`src/rtl/uart_regfront_pkg.sv`:
```
package uart_regfront_pkg;

    localparam int BUS_W  = 16;
    localparam int ADDR_W = 4;
    localparam int BYTE_W = 8;
    localparam int EN_W   = 6;
    localparam int NUM_IRQ_SRC = 4;

    localparam logic [ADDR_W-1:0] OFF_DATA = 4'h0;
    localparam logic [ADDR_W-1:0] OFF_EN   = 4'h4;

    typedef struct packed {
        logic rx_dma_en;
        logic tx_dma_en;
        logic modem_ie;
        logic line_ie;
        logic tx_empty_ie;
        logic rx_full_ie;
    } en_reg_t;

    typedef enum logic [1:0] {
        SEL_NONE,
        SEL_DATA,
        SEL_EN
    } reg_sel_e;

    function automatic reg_sel_e decode_off(input logic [ADDR_W-1:0] off);
        case (off)
            OFF_DATA: return SEL_DATA;
            OFF_EN:   return SEL_EN;
            default:  return SEL_NONE;
        endcase
    endfunction

endpackage

```
`src/rtl/urf_tx_hold.sv`:
```
module urf_tx_hold
    import uart_regfront_pkg::*;
#(
    parameter int W = BYTE_W
) (
    input  logic         clk,
    input  logic         rst,
    input  logic         load,
    input  logic [W-1:0] din,
    input  logic         ready,
    output logic         full,
    output logic [W-1:0] dout
);

    always_ff @(posedge clk) begin
        if (rst) begin
            full <= 1'b0;
            dout <= '0;
        end else if (load) begin
            full <= 1'b1;
            dout <= din;
        end else if (full && ready) begin
            full <= 1'b0;
        end
    end

    assert_load_R2: assert property (@(posedge clk) disable iff (rst)
        load |=> (full && dout == $past(din)));

    assert_drain_R3: assert property (@(posedge clk) disable iff (rst)
        (full && ready && !load) |=> !full);

endmodule

```
`src/rtl/urf_rx_buf.sv`:
```
module urf_rx_buf
    import uart_regfront_pkg::*;
#(
    parameter int W = BYTE_W
) (
    input  logic         clk,
    input  logic         rst,
    input  logic         strobe,
    input  logic [W-1:0] din,
    input  logic         ack,
    output logic         full,
    output logic [W-1:0] dout
);

    always_ff @(posedge clk) begin
        if (rst) begin
            full <= 1'b0;
            dout <= '0;
        end else if (strobe) begin
            full <= 1'b1;
            dout <= din;
        end else if (ack) begin
            full <= 1'b0;
        end
    end

    assert_fill_R4: assert property (@(posedge clk) disable iff (rst)
        strobe |=> (full && dout == $past(din)));

    assert_ack_R4: assert property (@(posedge clk) disable iff (rst)
        (ack && !strobe) |=> !full);

endmodule

```
`src/rtl/urf_irq_dma.sv`:
```
module urf_irq_dma
    import uart_regfront_pkg::*;
#(
    parameter int N_MODEM = 4
) (
    input  logic               clk,
    input  logic               rst,
    input  en_reg_t            en,
    input  logic               rx_full,
    input  logic               rx_ack,
    input  logic               tx_empty,
    input  logic               line_evt,
    input  logic [N_MODEM-1:0] modem_chg,
    output logic               irq,
    output logic               dma_tx,
    output logic               dma_rx
);

    logic [NUM_IRQ_SRC-1:0] src_lvl;
    logic [NUM_IRQ_SRC-1:0] src_en;
    logic [NUM_IRQ_SRC-1:0] src_act;

    always_comb begin
        src_lvl[0] = rx_full && !rx_ack;
        src_lvl[1] = tx_empty;
        src_lvl[2] = line_evt;
        src_lvl[3] = |modem_chg;
        src_en     = {en.modem_ie, en.line_ie, en.tx_empty_ie, en.rx_full_ie};
    end

    for (genvar i = 0; i < NUM_IRQ_SRC; i++) begin : g_src
        assign src_act[i] = src_en[i] & src_lvl[i];
    end

    assign irq    = |src_act;
    assign dma_tx = en.tx_dma_en && tx_empty;
    assign dma_rx = en.rx_dma_en && rx_full;

    assert_immediate_R7: assert property (@(posedge clk) disable iff (rst)
        (en.tx_empty_ie && tx_empty) |-> irq);

    assert_modem_R9: assert property (@(posedge clk) disable iff (rst)
        (en.modem_ie && modem_chg != '0) |-> irq);

    assert_dma_no_irq_R10: assert property (@(posedge clk) disable iff (rst)
        (!en.rx_full_ie && !en.tx_empty_ie && !en.line_ie && !en.modem_ie) |-> !irq);

    assert_ack_mask_R6: assert property (@(posedge clk) disable iff (rst)
        (rx_ack && !en.tx_empty_ie && !en.line_ie && !en.modem_ie) |-> !irq);

endmodule

```
`src/rtl/uart_regfront.sv`:
```
module uart_regfront
    import uart_regfront_pkg::*;
(
    input  logic              clk,
    input  logic              rst,
    input  logic              bus_sel,
    input  logic              bus_wr,
    input  logic [ADDR_W-1:0] bus_addr,
    input  logic [BUS_W-1:0]  bus_wdata,
    output logic [BUS_W-1:0]  bus_rdata,
    output logic              tx_valid,
    output logic [BYTE_W-1:0] tx_data,
    input  logic              tx_ready,
    input  logic              rx_valid,
    input  logic [BYTE_W-1:0] rx_data,
    input  logic              line_stat,
    input  logic [3:0]        modem_chg,
    output logic              irq,
    output logic              dma_tx_req,
    output logic              dma_rx_req
);

    reg_sel_e            sel;
    logic                wr_data, wr_en, rd_data;
    en_reg_t             en_q;
    logic                tx_full, rx_full;
    logic [BYTE_W-1:0]   rx_byte;
    logic                unused_hi;

    assign sel       = decode_off(bus_addr);
    assign wr_data   = bus_sel && bus_wr && sel == SEL_DATA;
    assign wr_en     = bus_sel && bus_wr && sel == SEL_EN;
    assign rd_data   = bus_sel && !bus_wr && sel == SEL_DATA;
    assign unused_hi = ^bus_wdata[BUS_W-1:BYTE_W];

    always_ff @(posedge clk) begin
        if (rst) en_q <= '0;
        else if (wr_en) en_q <= en_reg_t'(bus_wdata[EN_W-1:0]);
    end

    always_comb begin
        bus_rdata = '0;
        if (bus_sel && !bus_wr) begin
            case (sel)
                SEL_DATA: bus_rdata[BYTE_W-1:0] = rx_byte;
                SEL_EN:   bus_rdata[EN_W-1:0]   = en_q;
                default:  bus_rdata = '0;
            endcase
        end
    end

    urf_tx_hold #(.W(BYTE_W)) u_tx (
        .clk(clk), .rst(rst), .load(wr_data), .din(bus_wdata[BYTE_W-1:0]),
        .ready(tx_ready), .full(tx_full), .dout(tx_data)
    );

    urf_rx_buf #(.W(BYTE_W)) u_rx (
        .clk(clk), .rst(rst), .strobe(rx_valid), .din(rx_data),
        .ack(rd_data), .full(rx_full), .dout(rx_byte)
    );

    urf_irq_dma #(.N_MODEM(4)) u_irq (
        .clk(clk), .rst(rst), .en(en_q), .rx_full(rx_full), .rx_ack(rd_data),
        .tx_empty(!tx_full), .line_evt(line_stat), .modem_chg(modem_chg),
        .irq(irq), .dma_tx(dma_tx_req), .dma_rx(dma_rx_req)
    );

    assign tx_valid = tx_full;

    assert_reserved_R5: assert property (@(posedge clk) disable iff (rst)
        bus_rdata[BUS_W-1:BYTE_W] == '0);

    assert_unmapped_rd_R11: assert property (@(posedge clk) disable iff (rst)
        (bus_sel && !bus_wr && sel == SEL_NONE) |-> bus_rdata == '0);

    assert_unmapped_wr_R11: assert property (@(posedge clk) disable iff (rst)
        (bus_sel && bus_wr && sel == SEL_NONE) |=> $stable(en_q));

    assert_reset_R1: assert property (@(posedge clk)
        $past(rst) |-> (!irq && !tx_valid && !dma_tx_req && !dma_rx_req));

endmodule

```
`config.mk`:
```
export PLATFORM = sky130hd
export DESIGN_NAME = uart_regfront
export DESIGN_NICKNAME = d
export VERILOG_FILES = /design/src/rtl/uart_regfront_pkg.sv /design/src/rtl/urf_tx_hold.sv /design/src/rtl/urf_rx_buf.sv /design/src/rtl/urf_irq_dma.sv /design/src/rtl/uart_regfront.sv
export SDC_FILE = /design/constraint.sdc
export NUM_CORES = 1
export LEC_CHECK = 0
export BUFFER_PORTS_ARGS = -buffer_cell sky130_fd_sc_hd__buf_2
export CORE_UTILIZATION = 35
export DETAILED_ROUTE_END_ITERATION = 8
export PLACE_DENSITY_LB_ADDON = 0.1
export SLEW_MARGIN = 20
export SYNTH_ARGS = -nofsm -noshare
export SYNTH_HDL_FRONTEND = slang
export SYNTH_SLANG_ARGS = --single-unit
```
`constraint.sdc`:
```
create_clock -name clk -period 1.85 [get_ports clk]
set_input_delay 0.0925 -clock clk [delete_from_list [all_inputs] [get_ports clk]]
set_output_delay 0.0925 -clock clk [all_outputs]
set_load 0.05 [all_outputs]
```
==> metrics.txt, run 1 <==
leakage power 0.711 nW; Synth Register Bits 24; Die Wd just under 60 um; largest net degree at the start of global routing 25; share of cells above drive strength 1 between 30 and 40%; failing checks design-rule violations; final hold violation count 0; Finished Layout Cells 214; R2R Path Start u_tx.full; Crit Path Max Fanout 6; Clock Latency Late Sink 0.31 ns; vias in the first global route about 940; f_max between 0.6 and 0.7 GHz; Top Usage Layer GRT met2; critical path endpoint bus_rdata[5]; final non-filler cell area around 1400 um^2; die area about 3400 um^2; met3 Use GR between 2 and 3%; # resized after CTS 0; Reg2Reg Depth 2; Inst Count DP between 200 and 250; TritonCTS Buffers 3; Longest Clk Path Bufs 2; # rows 19; CP max stage cell nor4_1; min Tclk post-route about 1.6 ns; commonest non-fill, non-tap cell in the layout buf_2; DR WL/cell approximately 11 um; crit-path leading delay family simple AND/OR/NAND/NOR gates; IO Pins 67; CP endpoint kind primary output; distinct cell type count after synthesis 23; ys flop type dfxtp_1; routed vias/inst 4.83; DRT Pass-1 Iters 6; Worst Hold Class in2reg; Placer Congestion between 0.8 and 0.9; DRC errors left 3; RR Endpoint u_tx.full; fin. max-slew vios 0; initial antenna violation count 0; Sink Count 24; post-layout util 49.3%; grt ovf 0; Root Driver clkbuf_4; final period utilization a little under nine tenths; GRT Util Overall between 10% and 20%; WS Path Type in2out; final setup fails 0; Initial DRC Count 29; setup TNS 0 ns; Critical Path RT around 1.8 ns; ANT nets after route 0; crit path launch bus_addr[2]; Power, Total about 0.94 mW; Core Box Area ~2900 um^2; unrepaired setup endpoints after global routing false; VDD IR-drop max between 0.4 and 0.5 mV; DP HPWL about 1.8 mm; # diodes 0; met2 usage in global routing around a quarter; Seq/Total Area, Yosys between 40% and 50%; Post-Syn Area 1090 um^2; die height 57.9 um; Total Nets Final 225; via count a little over 1k; most frequent cells in the layout buf_2 (50), nor2_1 (24), dfxtp_1 (24), nand2_1 (19), mux2i_1 (14); Levels on crit path 7; R2R Setup Slk 1.18 ns; setup ws final 0.258 ns; Layout Area Growth over Synthesis 28.5%; max_cap viols 0; worst path arrival time about 1.5 ns; Reg clk slew, reported paths approximately 0.13 ns; post-synthesis area per instance approximately 8.3 um^2; met1 Resource Use GR between 15 and 20%; status finished with violations; power per cell area 672 nW/um^2; CP startpoint kind primary input; CTS tree yes; Initial Utilization a little under two fifths; Hold Slack 0.0132 ns; crit-path cells buf_2 > nor4_1 > ha_1 > nor2_1 > nand2_1 > nor2_1 > buf_2; Ys Warns 0; Place WS 0.251 ns; first-pass GRT wire length 3.86 mm; Clock H-tree levels 1; Post-Route WL approximately 2.4 mm; EDFF count, synth 0; crit path buf inv count 2; Critical Path Max Stage Delay roughly 0.36 ns; I/O Buffers 50; Cells after Synth 131; async set-or-reset flop fraction in the synthesized netlist 0%; Worst Skew 0 ns; placed instance area roughly 1300 um^2
cell type report:
type	count	area (um^2)
Fill cell	285	1450
Multi-Input combinational cell	95	533
Sequential cell	24	480
Timing Repair Buffer	55	298
Tap cell	31	38.8
Clock buffer	4	36.3
Inverter	5	18.8
worst register-to-register path: stages (launching register included):
cell	delay (ns)
dfxtp_1	0.41
nand2b_1	0.07
a21oi_1	0.13
kinds of logic after synthesis:
logic type	after synthesis	share of synthesized area (%)
buffers and inverters	19	9.73
other	1	0.343
flip-flops	24	43.9
multiplexers	14	12.8
AO/OA/AOI/OAI	17	9.61
adder cells (fa/ha/maj)	2	2.29
AND/OR/NAND/NOR	54	21.3
worst min-delay path by stage:
stage                      start            to  slack [ns]  cells after the start
floorplan                    rst  u_tx.dout[0]        0.16                      1
global placement      rx_data[3]  u_rx.dout[3]        0.33                      3
detailed placement    rx_data[2]  u_rx.dout[2]        0.34                      3
CTS                   rx_data[2]  u_rx.dout[2]      0.0001                      3
global route        bus_wdata[0]       en_q[0]       0.005                      3
finish                rx_data[5]  u_rx.dout[5]        0.01                      3
where the power goes:
part	leakage [nW]	internal, mW	switching [mW]	total (mW)
combinational	0.495	0.0480	0.0855	0.133
clock	0.0210	0.120	0.152	0.272
sequential	0.195	0.531	0.00737	0.538
sequential cells by signal, indices dropped and copies added, names as in the netlist:
signal and flops:
u_tx.dout 8, en_q 6, u_rx.full 1, u_rx.dout 8, u_tx.full 1
repair_timing:
| action | CTS | global route |
|---|---|---|
| endpoints found under the setup margin | 0 | 0 |
| hold endpoints to repair | 3 | 1 |
| setup buffers | 0 | 0 |
| hold buffers | 3 | 1 |
per-layer routing:
layer | wire, um | part of all wire [%]
met2 | 1150 | 48
met5 | 0 | 0
met1 | 1100 | 46
met3 | 143 | 5.9
met4 | 17 | 0.71
Yosys cell counts, drive strengths merged, types with 2 or more instances:
cell type | n | share of area, %
ha | 2 | 2.3
nand2 | 19 | 6.5
clkbuf | 2 | 0.69
nand3 | 3 | 1.8
inv | 5 | 1.7
a22oi | 6 | 4.1
a21oi | 10 | 4.6
nor2 | 24 | 8.2
buf | 12 | 7.3
dfxtp | 24 | 44
mux2i | 14 | 13
No activity file was read; power rests on OpenSTA's default activity.
==> run 2, diff against run 1 <==
--- a/config.mk
+++ b/config.mk
@@ -5,6 +5,7 @@
 export SDC_FILE = /design/constraint.sdc
 export NUM_CORES = 1
 export LEC_CHECK = 0
+export ABC_AREA = 1
 export BUFFER_PORTS_ARGS = -buffer_cell sky130_fd_sc_hd__buf_2
 export CORE_UTILIZATION = 35
 export DETAILED_ROUTE_END_ITERATION = 8
==> run 2 against run 1 <==
  * The flow finishes with violations (negative hold slack)
  * Critical endpoint is now irq
  * Power increased by 3.0%
  * Largest cell class unchanged
  * Clock power grew 5%
  * Sequential power hardly changed
  * Cell area is 3.9% higher
  * Largest power group unchanged
  * Combinational power up 9.8%
  * First-iteration DRC count is 41% lower
==> metrics.txt, run 2 <==
status finished with violations; failing checks negative hold slack; CP startpoint kind primary input; RR Endpoint en_q[4]; leakage power roughly 0.69 nW; Top Usage Layer GRT met2; Initial Utilization 37.7%; Finished Layout Cells roughly 260; cell taking the most area after synthesis dfxtp_1; fillers 350; ANT nets after route 0; setup bufs post-CTS 0; Place WS approximately 0.30 ns; Crit Path Max Fanout 9; max_cap viols 0; post-synthesis area per instance roughly 7.2 um^2; final non-filler cell area approximately 1500 um^2; ys flop type dfxtp_1; DRC errors left 0; Die Wd around 60 um; Synth Register Bits 24; # resized after CTS 0; IO Pins between 60 and 70; R2R Setup Slk 1.18 ns; worst path arrival time approximately 1.5 ns; DRT Pass-1 Iters 4; Critical Path RT about 1.8 ns; Layout Area Growth over Synthesis 24.8%; Clock Latency Late Sink 0.32 ns; share of cells above drive strength 1 between 20% and 30%; Ys Warns 0; crit-path leading delay family simple AND/OR/NAND/NOR gates; die area 3580 um^2; largest registers u_rx.dout x8, u_tx.dout x8, en_q x6; fin. max-slew vios 0; met3 Use GR about 3.0%; Longest Clk Path Bufs 2; top-count cell post-synth nand2_1; GRT Util Overall between 15 and 20%; first-pass GRT wire length ~4.6 mm; Synth Area in Compound Gates between 10% and 20%; R2R Path Start en_q[4]; largest family of logic cells by synthesized area simple AND/OR/NAND/NOR gates; Simple-Gate Fraction of Synth Area between 20% and 30%; # rows 20; Reg clk slew, reported paths 0.14 ns; Cells after Synth roughly 160; I/O Buffers 50; Worst Skew 0 ns; mux share of post-synthesis cell area 0%; CP endpoint kind primary output; Placer Congestion 0.695; f_max between 0.6 and 0.7 GHz; area share of fa/ha/maj cells after synthesis 2.14%; Critical Path Max Stage Delay roughly 0.4 ns; power per cell area about 670 nW/um^2; Worst Hold Class in2reg; post-synth top area share around 40%; setup ws final roughly 0.3 ns; Core Box Area 3100 um^2; Inst Count DP 250; hold endpoint u_tx.full; largest net degree at the start of global routing 17; xor and xnor area share after synthesis 0%; Reg2Reg Depth 4; vias in the first global route around 1.1k; crit path buf inv count 3; final period utilization between 80 and 90%; die height roughly 60 um; CP max stage cell ha_1; routed vias/inst 4.73; async set-or-reset flop fraction in the synthesized netlist 0%; distinct cell type count after synthesis 19; beginning of the worst hold path tx_ready; unrepaired setup endpoints after global routing false; Post-Route WL ~2.8 mm; via count 1211; DP HPWL 2.18 mm; initial antenna violation count 0; TritonCTS Buffers 3; met1 Resource Use GR between 20 and 25%; hold depth 4; final setup fails 0; # diodes 0; Root Driver clkbuf_4; min Tclk post-route ~1.5 ns; setup TNS 0 ns; Clock H-tree levels 1; top cells by area, synth dfxtp_1 (41%), nand2_1 (11%), a21oi_1 (9.4%); placed instance area 1400 um^2; CTS tree yes; Post-Syn Area 1170 um^2; grt ovf 0; Total Nets Final 254; WS Path Type in2out; commonest non-fill, non-tap cell in the layout buf_2; Initial DRC Count 17; final hold violation count 2; Seq/Total Area, Yosys about two fifths; most frequent cells in the layout buf_2 (50), nand2_1 (35), dfxtp_1 (24), nor2_1 (23), a21oi_1 (22); Hold Slack -0.00550 ns; Sink Count 24; crit-path cells buf_2 > nor2_1 > nand2_1 > inv_1 > ha_1 > nand3_2 > nand3_1 > nand3_1 > buf_2; met2 usage in global routing ~28%; VDD IR-drop max between 0.2 and 0.25 mV; EDFF count, synth 0; DR WL/cell 11.1 um; top cells by count, synth nand2_1 (35), dfxtp_1 (24), nor2_1 (23)
run 2: worst max path at each step:
stage / from / cells past startpoint / endpoint
finish: bus_addr[1] / 9 / irq
global route: bus_addr[1] / 7 / bus_rdata[4]
CTS: bus_addr[1] / 7 / bus_rdata[0]
detailed placement: bus_addr[1] / 9 / irq
global placement: bus_addr[1] / 7 / bus_rdata[4]
floorplan: bus_addr[1] / 8 / bus_rdata[0]
run 2: per-layer routing:
metal / share of wire, % / vias up
met4: 1.3 / 0
met2: 46 / 41
li1: - / 614
met3: 5.1 / 4
met5: 0 / -
met1: 47 / 552
run 2: timing repair:
action | 4_1_cts | 5_1_grt
hold buffers | 2 | 0
hold endpoints to repair | 2 | 0
endpoints found under the setup margin | 0 | 0
run 2: worst reg2reg max path: stages (launching register included):
cell and delay, ns:
dfxtp_1 0.36, inv_1 0.06, nand2_1 0.06, nand2_1 0.05, nor2_1 0.09
run 2: power by group:
part	switching (mW)	internal [mW]	leakage [nW]
clock	0.166	0.120	0.0210
sequential	0.00709	0.533	0.196
combinational	0.102	0.0435	0.478
run 2: kinds of logic (layout without fill, tap and decap cells):
logic type	count (synthesis)	count (layout)
buffers and inverters	28	70
other	1	8
AOI/OAI and AO/OA	31	31
and+or+nand+nor	77	77
adders and majority gates	2	2
DFF	24	24
run 2: metrics by stage:
stage	util [%]	total power, mW
after floorplan	-	0.659
after global placement	45.2	0.690
after detailed placement	45.2	0.694
after CTS	47.1	0.971
after global routing	47.1	1.01
final	47.1	0.972
run 2: layout make-up:
cell class	instances	area [um^2]	share of cell area (%)
clock buffer	4	36.3	2.49
timing repair buffer	54	285	19.5
inverter	12	45.0	3.08
tap	44	55.1	3.77
multi-input combinational	118	558	38.2
sequential	24	480	32.9
